`config.mk`:
```
export PLATFORM = sky130hd
export DESIGN_NAME = meshFrameRx
export DESIGN_NICKNAME = d
export VERILOG_FILES = /design/src/rtl/meshRxPkg.sv /design/src/rtl/meshRxCtrl.sv /design/src/rtl/meshRxDatapath.sv /design/src/rtl/meshRxBuf.sv /design/src/rtl/meshFrameRx.sv
export SDC_FILE = /design/constraint.sdc
export NUM_CORES = 1
export LEC_CHECK = 0
export CORE_UTILIZATION = 50
export DETAILED_ROUTE_END_ITERATION = 6
export DONT_BUFFER_PORTS = 1
export GPL_TIMING_DRIVEN = 0
export PLACE_DENSITY = 0.73
export SLEW_MARGIN = 40
export SYNTH_ARGS = -nofsm -noshare
export SYNTH_HDL_FRONTEND = slang
export SYNTH_HIERARCHICAL = 1
export SYNTH_SLANG_ARGS = --single-unit
```
`constraint.sdc`:
```
create_clock -name clk -period 6.1 [get_ports clk]
set_input_delay 0.305 -clock clk [delete_from_list [all_inputs] [get_ports clk]]
set_output_delay 0.305 -clock clk [all_outputs]
set_load 0.01 [all_outputs]
```
`src/rtl/meshRxPkg.sv`:
```
package meshRxPkg;

  localparam int BYTE_W      = 8;
  localparam int ADDR_W      = 32;
  localparam int DATA_W      = 32;
  localparam int CTRL_W      = 4;
  localparam int MODE_W      = 2;
  localparam int ADDR_BYTES  = ADDR_W / BYTE_W;
  localparam int DATA_BYTES  = DATA_W / BYTE_W;
  localparam int HDR_BYTES   = 1 + ADDR_BYTES;
  localparam int SHORT_BYTES = HDR_BYTES + DATA_BYTES;
  localparam int LONG_BYTES  = SHORT_BYTES + ADDR_BYTES;
  localparam int IDX_W       = $clog2(LONG_BYTES);

  typedef struct packed {
    logic              access;
    logic              write;
    logic [MODE_W-1:0] dataMode;
    logic [CTRL_W-1:0] ctrlMode;
    logic [ADDR_W-1:0] dstAddr;
    logic [DATA_W-1:0] data;
    logic [ADDR_W-1:0] srcAddr;
  } meshPkt_t;

  // strobes from the sequencer to the byte datapath
  typedef struct packed {
    logic             capture;
    logic [IDX_W-1:0] byteIdx;
    logic             commit;
    logic             isLong;
  } rxStrobe_t;

  // reads and 64-bit writes carry a trailing address word
  function automatic logic needsLong(input logic isWrite, input logic [MODE_W-1:0] mode);
    return !isWrite || (mode == 2'b11);
  endfunction

endpackage

```
`src/rtl/meshRxCtrl.sv`:
```
module meshRxCtrl
  import meshRxPkg::*;
(
  input  logic             clk,
  input  logic             rstN,
  input  logic             linkFrame,
  input  logic [2:0]       hdrBits,   // {dataMode, write} of the current byte
  output rxStrobe_t        stb
);

  localparam logic [IDX_W-1:0] SHORT_LAST = IDX_W'(SHORT_BYTES - 1);
  localparam logic [IDX_W-1:0] LONG_LAST  = IDX_W'(LONG_BYTES - 1);
  localparam logic [IDX_W-1:0] STREAM_IDX = IDX_W'(HDR_BYTES);

  logic             prevFrame;
  logic             inPkt;
  logic             longQ;
  logic [IDX_W-1:0] idxQ;

  logic             startEdge;
  logic             hdrLong;
  logic [IDX_W-1:0] lastIdx;

  assign startEdge = linkFrame && !prevFrame;
  assign hdrLong   = needsLong(hdrBits[0], hdrBits[2:1]);
  assign lastIdx   = longQ ? LONG_LAST : SHORT_LAST;

  always_comb begin
    stb.capture = startEdge || (inPkt && linkFrame);
    stb.byteIdx = startEdge ? '0 : idxQ;
    stb.isLong  = startEdge ? hdrLong : longQ;
    stb.commit  = !startEdge && inPkt && linkFrame && (idxQ == lastIdx);
  end

  always_ff @(posedge clk or negedge rstN) begin
    if (!rstN) begin
      prevFrame <= 1'b0;
      inPkt     <= 1'b0;
      longQ     <= 1'b0;
      idxQ      <= '0;
    end else begin
      prevFrame <= linkFrame;
      if (startEdge) begin
        inPkt <= 1'b1;
        longQ <= hdrLong;
        idxQ  <= IDX_W'(1);
      end else if (inPkt) begin
        if (!linkFrame) begin
          // frame dropped: either a clean end or an abandoned packet
          inPkt <= 1'b0;
        end else if (stb.commit) begin
          // keep going: a held frame continues at the data bytes
          idxQ <= STREAM_IDX;
        end else begin
          idxQ <= idxQ + IDX_W'(1);
        end
      end
    end
  end

endmodule

```
`src/rtl/meshRxDatapath.sv`:
```
module meshRxDatapath
  import meshRxPkg::*;
(
  input  logic              clk,
  input  logic              rstN,
  input  rxStrobe_t         stb,
  input  logic [BYTE_W-1:0] linkByte,
  output meshPkt_t          pktOut,
  output logic              pushStb
);

  logic [BYTE_W-1:0] cur [LONG_BYTES];

  for (genvar g = 0; g < LONG_BYTES; g++) begin : g_byte
    logic [BYTE_W-1:0] held;
    logic              hit;
    assign hit = stb.capture && (stb.byteIdx == IDX_W'(g));
    always_ff @(posedge clk or negedge rstN) begin
      if (!rstN)    held <= '0;
      else if (hit) held <= linkByte;
    end
    // the final byte is used straight from the link
    assign cur[g] = hit ? linkByte : held;
  end

  always_comb begin
    pktOut.access   = cur[0][0];
    pktOut.write    = cur[0][1];
    pktOut.dataMode = cur[0][3:2];
    pktOut.ctrlMode = cur[0][7:4];
    pktOut.dstAddr  = '0;
    pktOut.data     = '0;
    pktOut.srcAddr  = '0;
    for (int k = 0; k < ADDR_BYTES; k++) begin
      pktOut.dstAddr[ADDR_W-1-k*BYTE_W -: BYTE_W] = cur[1 + k];
    end
    for (int k = 0; k < DATA_BYTES; k++) begin
      pktOut.data[DATA_W-1-k*BYTE_W -: BYTE_W] = cur[HDR_BYTES + k];
    end
    if (stb.isLong) begin
      for (int k = 0; k < ADDR_BYTES; k++) begin
        pktOut.srcAddr[ADDR_W-1-k*BYTE_W -: BYTE_W] = cur[SHORT_BYTES + k];
      end
    end
  end

  assign pushStb = stb.commit;

endmodule

```
`src/rtl/meshRxBuf.sv`:
```
module meshRxBuf
  import meshRxPkg::*;
#(
  parameter int DEPTH    = 2,
  parameter int WAIT_LAG = 2
) (
  input  logic     clk,
  input  logic     rstN,
  input  logic     push,
  input  meshPkt_t pktIn,
  input  logic     popReady,
  output meshPkt_t headPkt,
  output logic     headValid,
  output logic     waitRd,
  output logic     waitWr
);

  localparam int PTR_W = (DEPTH > 1) ? $clog2(DEPTH) : 1;
  localparam int CNT_W = $clog2(DEPTH + 1);
  localparam logic [PTR_W-1:0] PTR_LAST = PTR_W'(DEPTH - 1);
  localparam logic [CNT_W-1:0] PRESSURE = CNT_W'(DEPTH - 1);
  localparam logic [CNT_W-1:0] FULL_CNT = CNT_W'(DEPTH);

  meshPkt_t         mem [DEPTH];
  logic [DEPTH-1:0] slotFull;
  logic [DEPTH-1:0] slotRd;
  logic [PTR_W-1:0] wrPtr, rdPtr;
  logic [CNT_W-1:0] count;

  logic pop, pushOk, full, rdNow, wrNow;

  assign full      = (count == FULL_CNT);
  assign headValid = (count != '0);
  assign headPkt   = mem[rdPtr];
  assign pop       = headValid && popReady;
  assign pushOk    = push && (!full || pop);

  always_ff @(posedge clk or negedge rstN) begin
    if (!rstN) begin
      for (int i = 0; i < DEPTH; i++) mem[i] <= '0;
      slotFull <= '0;
      slotRd   <= '0;
      wrPtr    <= '0;
      rdPtr    <= '0;
      count    <= '0;
    end else begin
      if (pop) begin
        slotFull[rdPtr] <= 1'b0;
        rdPtr <= (rdPtr == PTR_LAST) ? '0 : rdPtr + PTR_W'(1);
      end
      if (pushOk) begin
        mem[wrPtr]      <= pktIn;
        slotFull[wrPtr] <= 1'b1;
        slotRd[wrPtr]   <= pktIn.access && !pktIn.write;
        wrPtr <= (wrPtr == PTR_LAST) ? '0 : wrPtr + PTR_W'(1);
      end
      count <= count + CNT_W'(pushOk) - CNT_W'(pop);
    end
  end

  // raise a class wait while fewer than two slots are free and that class is held
  assign rdNow = (count >= PRESSURE) && |(slotFull & slotRd);
  assign wrNow = (count >= PRESSURE) && |(slotFull & ~slotRd);

  logic [WAIT_LAG-1:0] rdPipe, wrPipe;

  always_ff @(posedge clk or negedge rstN) begin
    if (!rstN) begin
      rdPipe <= '0;
      wrPipe <= '0;
    end else begin
      rdPipe <= {rdPipe[WAIT_LAG-2:0], rdNow};
      wrPipe <= {wrPipe[WAIT_LAG-2:0], wrNow};
    end
  end

  assign waitRd = rdPipe[WAIT_LAG-1];
  assign waitWr = wrPipe[WAIT_LAG-1];

endmodule

```
`src/rtl/meshFrameRx.sv`:
```
module meshFrameRx
  import meshRxPkg::*;
#(
  parameter int DEPTH    = 2,
  parameter int WAIT_LAG = 2
) (
  input  logic              clk,
  input  logic              rstN,
  input  logic              linkFrame,
  input  logic [BYTE_W-1:0] linkByte,
  input  logic              outReady,
  output logic              outValid,
  output logic              outAccess,
  output logic              outWrite,
  output logic [MODE_W-1:0] outDataMode,
  output logic [CTRL_W-1:0] outCtrlMode,
  output logic [ADDR_W-1:0] outDstAddr,
  output logic [DATA_W-1:0] outData,
  output logic [ADDR_W-1:0] outSrcAddr,
  output logic              waitRd,
  output logic              waitWr
);

  rxStrobe_t stb;
  meshPkt_t  asmPkt;
  meshPkt_t  headPkt;
  logic      pushStb;

  meshRxCtrl u_ctrl (
    .clk       (clk),
    .rstN      (rstN),
    .linkFrame (linkFrame),
    .hdrBits   (linkByte[3:1]),
    .stb       (stb)
  );

  meshRxDatapath u_dp (
    .clk      (clk),
    .rstN     (rstN),
    .stb      (stb),
    .linkByte (linkByte),
    .pktOut   (asmPkt),
    .pushStb  (pushStb)
  );

  meshRxBuf #(.DEPTH(DEPTH), .WAIT_LAG(WAIT_LAG)) u_buf (
    .clk       (clk),
    .rstN      (rstN),
    .push      (pushStb),
    .pktIn     (asmPkt),
    .popReady  (outReady),
    .headPkt   (headPkt),
    .headValid (outValid),
    .waitRd    (waitRd),
    .waitWr    (waitWr)
  );

  assign outAccess   = headPkt.access;
  assign outWrite    = headPkt.write;
  assign outDataMode = headPkt.dataMode;
  assign outCtrlMode = headPkt.ctrlMode;
  assign outDstAddr  = headPkt.dstAddr;
  assign outData     = headPkt.data;
  assign outSrcAddr  = headPkt.srcAddr;

endmodule

```
After elaboration in Yosys (flattened, before gate mapping)
Index checks and enable logic that the tools add are counted.
- input port bits: 12
- word-level logic and storage cells: 154
- output and inout port bits: 107
- register bits: 331
- add/sub/neg operators: 5
- eq/ne operators: 15
- reductions and logical operators: 41
- $lt $le $gt $ge: 8
- bitwise operators: 8
- mux-type cells: 39
- operators by type and width (cell ; number):
    two-way mux 104 bit ; 4
    bitwise mux 208 bit ; 1
    demux 104 bit (select 1 bit) ; 1
    two-way mux 8 bit ; 13
    two-way mux 32 bit ; 1
    logical AND 1 bit ; 26
    equality test 4 bit (second input constant) ; 5
    two-way mux 4 bit ; 5
    equality test 4 x 3 -> 1 bit (second input constant) ; 4
    equality test 4 x 2 -> 1 bit (second input constant) ; 2
    two-way mux 1 bit ; 8
    bitwise AND 2 bit ; 3
    nonzero test 2 bit ; 3
    logical NOT 1 bit ; 5
    adder 4 x 1 -> 4 bit (second input constant) ; 1
    equality test 2 bit (second input constant) ; 2
    equality test 4 x 1 -> 1 bit (second input constant) ; 1
    equality test 4 bit ; 1
    >= comparator 2 bit (second input constant) ; 2
    logical NOT 4 bit ; 1
    < comparator 1 x 2 -> 1 bit (second input constant) ; 2
    two-way mux 2 bit ; 2
    inverter 1 -> 2 bit ; 2
    inverter 2 bit ; 2
    13 further kinds ; 19

Logic depth before layout (Yosys ltp)
- depth in word-level cells: 10
- mapped depth: 13
- depth with buffers taken out: 11

By module
The synthesis kept the hierarchy.
- by module, submodules not included (module ; cells each ; area each (um^2) ; times used ; sequential area each (um^2)):
    meshRxBuf ; 713 ; 9646.8 ; 1 ; 5505.3
    meshRxDatapath ; 395 ; 5139.9 ; 1 ; 2602.5
    meshRxCtrl ; 40 ; 396.6 ; 1 ; 175.2

Worst setup path before layout
Ideal clock, no wire load.
- path type: register to register
- start: reg u_ctrl.prevFrame
- end: reg u_buf/mem[187] (netlist bit)
- arrival time: 2.217 ns
- path buffers: 3
- cell stages (with the launch flop): 9
- required time: 5.975 ns
- library setup time: 0.125 ns
- slack: 3.758 ns
- period minus slack after synthesis: 2.342 ns
- cells stage by stage: dfrtp_1 -> nand2b_1 -> and2_2 -> buf_6 -> or4_1 -> buf_6 -> mux2_4 -> buf_4 -> mux2_2
- RTL lines (item ; line ; RTL):
    start, declared ; meshRxCtrl.sv:15 ; logic prevFrame;
    start signal, assigned ; meshRxCtrl.sv:42 ; prevFrame <= linkFrame;
    end signal, assigned by index ; meshRxBuf.sv:52 ; mem[wrPtr] <= pktIn;
    end, declared ; meshRxBuf.sv:24 ; meshPkt_t mem [DEPTH];

Worst setup path in the final report
- start: reg u_buf.rdPtr
- end: out outData[31]
- word-level cells in the longest chain between the ends: 4
- RTL lines (item ; line ; RTL):
    start, declared ; meshRxBuf.sv:27 ; logic [PTR_W-1:0] wrPtr, rdPtr;
    start signal, assigned ; meshRxBuf.sv:49 ; rdPtr <= (rdPtr == PTR_LAST) ? '0 : rdPtr + PTR_W'(1);
    inverter 1 -> 2 bit (not written as such) ; meshRxBuf.sv:34 ; assign headPkt = mem[rdPtr];
    two-way mux 104 bit (not written as such) (3 in a row) ; meshRxBuf.sv:34 ;
    end, declared ; meshFrameRx.sv:18 ; output logic [DATA_W-1:0] outData,
No other way between the ends. The select of a mux whose other input is x is not followed.

==> summary.md <==
| Metric | Value |
|---|---|
| Outcome | finished with violations |
| Failing checks | negative hold slack |
| Commonest cells post-synth | 331 x dfrtp_1, 230 x mux2_2, 159 x o2bb2ai_1, 134 x nand2_1, 75 x buf_4 |
| H-tree levels | 2 |
| Gpl congestion | 0.846 |
| Worst Path Max Fanout | 10 |
| # setup viols final | 0 |
| Sequential share of the synthesized area | 54.6% |
| TritonCTS clock tree | done |
| Via count | 9,155 |
| # diodes | 0 |
| Fillcell total | 2,463 |
| Die H | 176 um |
| HPWL Detailed | 22,600 um |
| Minimum clock period after layout | 3.13 ns |
| Average footprint of a synthesized cell | 13.2 sq um |
| Port Buffers | 0 |
| Worst-path clk slew | 0.06 ns |
| Combinational Power Share | 19.7% |
| All-layer global routing usage | 23.5% |
| Clock sinks | 331 |
| Initial core utilization | 51.0% |
| Worst VDD drop | 0.000201 V |
| Place WS | 3.31 ns |
| Post-CTS sizing | 0 |
| Root Driver | clkbuf_16 |
| Largest net degree at the start of global routing | 332 |
| Antenna Nets Post-Route | 0 |
| Clk pwr share | 37.1% |
| # rows | 63 |
| Final non-filler cell total | 1,608 |
| RSZ-0062 raised after global routing | no |
| Synth-to-layout area growth | 11.5% |
| Register share of total power | 43.2% |
| Multi-input logic area | 5710 sq um |
| Switch share | 26.2% |
| CTS max path bufs | 3 |
| Warnings, synthesis | 6 |
| Dpl cells | 1,538 |
| Number of synthesized flops with an enable pin | 0 |
| Final layout net count | 1,210 |
| WS Path Type | flip-flop to output port |
| Area contributors post-synth | dfrtp_1 55%, mux2_2 17%, o2bb2ai_1 9.2% |
| Post-Syn Instances | 1,148 |
| Peak Freq | 0.320 GHz |
| Hold_buf cts | 9 |
| Total CTS buffers | 35 |
| Synth top area share | 54.6% |
| Number of global-route vias before repair | 9,702 |
| First-pass GRT wire length | 56,200 um |
| Drc violations | 0 |
| Via density per instance | 5.69 |
| Internal | 4.27 mW |
| Hold Crit Class | input pin to asynchronous set/reset pin |
| Worst EP required | 5.79 ns |
| Slew @ Worst Pin | 0.852 ns |
| Psw | 1.51 mW |
| Register bit count reported by yosys | 331 |
| Mapped Area | 15,200 sq um |
| Post-DR wirelength/cell | 22.3 um |
| Clock latency on the worst-skew pair | 0.51 ns |
| Final TNS setup | 0 ns |
| Count leader, synth | dfrtp_1 |
| Detailed Routing Iterations Pass 1 | 4 |
| Period utilization | 51.3% |
| Layout cells sized above 1 | 35.1% |
| CP arrival | 2.82 ns |
| Worst hold slack | -0.496 ns |
| Die area | 31,100 sq um |
| Async SR Flop Fraction | 100% |
| Max-slew violation count | 0 |
| Final Skew | 0.0113 ns |
| Max-slew headroom | 43.2% |
| Post-Syn Nets | 1,164 |
| Total grt overflow | 0 |
| Initial antenna violation count | 1 |
| Leakage | 7.90 nW |
| Max Cap Viol | 0 |
| Number of hold violations in the final report | 331 |
| Wirelength, routed | 35,800 um |
| Register area | 8280 sq um |
| Top_reg_cell synth | dfrtp_1 |
| Worst setup margin | 2.97 ns |
| Largest area contributor in the netlist | dfrtp_1 |
| PD cells | 341 nW/um^2 |
| CP endpoint kind | output port |
| Core Area | 29,800 sq um |
| Die X-Extent | 176 um |
| IO Count | 119 |
| Startpoint types | flip-flop |
| DRT iter0 DRCs | 531 |
| Unique masters post-synth | 51 |
cell type report:
cell class	instances	share of cell area (%)
inverters	6	0.133
well taps	390	2.88
multi-input cells	653	33.7
plain buffers	158	6.88
clock buffers	53	6.36
repair buffers	9	0.532
flip-flops and latches	331	48.9
clock inverters	8	0.532
layer usage:
metal | track usage (%) | routed length, um | up-vias
met5 | 0 | 0 | -
met4 | 7.39 | 931 | 0
met3 | 5.79 | 2270 | 54
met2 | 37.5 | 16700 | 219
met1 | 31.6 | 15900 | 4751
li1 | - | - | 4131
critical path: stages, from the launching register on:
cell and delay [ns]:
dfrtp_1 0.32, clkbuf_1 0.58, clkbuf_1 0.55, buf_2 0.42, mux2_2 0.43
power groups by stage:
stage | Combinational (mW) | Sequential (mW) | Clock, mW
after floorplan | 0.891 | 2.51 | 0
after global placement | 1.10 | 2.52 | 0
after detailed placement | 1.12 | 2.53 | 0
after CTS | 1.14 | 2.50 | 2.19
after global routing | 1.23 | 2.52 | 2.26
final | 1.14 | 2.50 | 2.14
state kept, by name, summed over array words and instances (netlist names):
| register | flops |
|---|---|
| u_buf/mem | 208 |
| u_dp/g_byte.held | 104 |
| u_ctrl/idxQ | 4 |
| u_buf/count | 2 |
| u_buf/rdPipe | 2 |
| u_buf/slotFull | 2 |
| u_buf/slotRd | 2 |
| u_buf/wrPipe | 2 |
| u_buf/rdPtr | 1 |
| u_buf/wrPtr | 1 |
| u_ctrl/inPkt | 1 |
| u_ctrl/longQ | 1 |
| u_ctrl/prevFrame | 1 |
metrics by stage:
stage / total power, mW / util [%] / cell area [sq um]
global placement: 3.62 / 52.6 / 15700
floorplan: 3.40 / - / 15200
CTS: 5.82 / 56.8 / 16900
finish: 5.78 / 56.8 / 16900
detailed placement: 3.65 / 52.6 / 15700
global route: 6.01 / 56.8 / 16900
path summary, 6_finish.rpt:
kind                            slack (ns)                      end  cells past startpoint            start
worst max-delay path                  2.97              outData[31]                      4      u_buf/rdPtr
worst min register to register        0.41          u_buf/wrPipe[1]                      0  u_buf/wrPipe[0]
worst max register to register        3.18           u_buf/mem[106]                     11   u_ctrl/idxQ[0]
worst min-delay path                 -0.50           u_buf/mem[110]                      0             rstN
min in group clk                      0.05           u_ctrl/idxQ[0]                      2        linkFrame
max in group asynchronous             5.99  u_dp/g_byte[10].held[1]                      0             rstN
logic make-up (layout without fill, tap and decap cells):
kind of cell / Yosys count / in the layout / share of synthesized area [%]
xor gates and xnor gates: 5 / 5 / 0.288
AOI/OAI and AO/OA: 186 / 186 / 10.8
and+or+nand+nor: 178 / 178 / 5.48
buffers and inverters: 164 / 234 / 7.82
muxes: 280 / 280 / 20.7
adders and majority gates: 4 / 4 / 0.330
DFF: 331 / 331 / 54.6
layout by cell type, fill, tap and decap left out, types with 3 or more instances in the layout:
cell and count:
a21oi_1 4, and2_1 4, buf_2 12, buf_4 75
buf_6 21, buf_8 4, clkbuf_1 41, clkbuf_16 37
clkbuf_8 9, clkinv_2 6, dfrtp_1 331, dlygate4sd1_1 8
dlygate4sd3_1 9, ha_1 4, inv_1 6, mux2_1 10
mux2_2 230, mux2_4 8, mux2i_1 32, nand2_1 134
nand2b_1 9, nor2_1 5, nor2b_1 3, o21ai_0 7
o2bb2ai_1 159, o2bb2ai_2 10, xnor2_1 4
timing repair:
action | CTS | global route
setup buffers | 0 | 0
endpoints found under the setup margin | 0 | 0
endpoints found under the hold margin | 356 | 331
No activity file was read; power rests on OpenSTA's default activity.
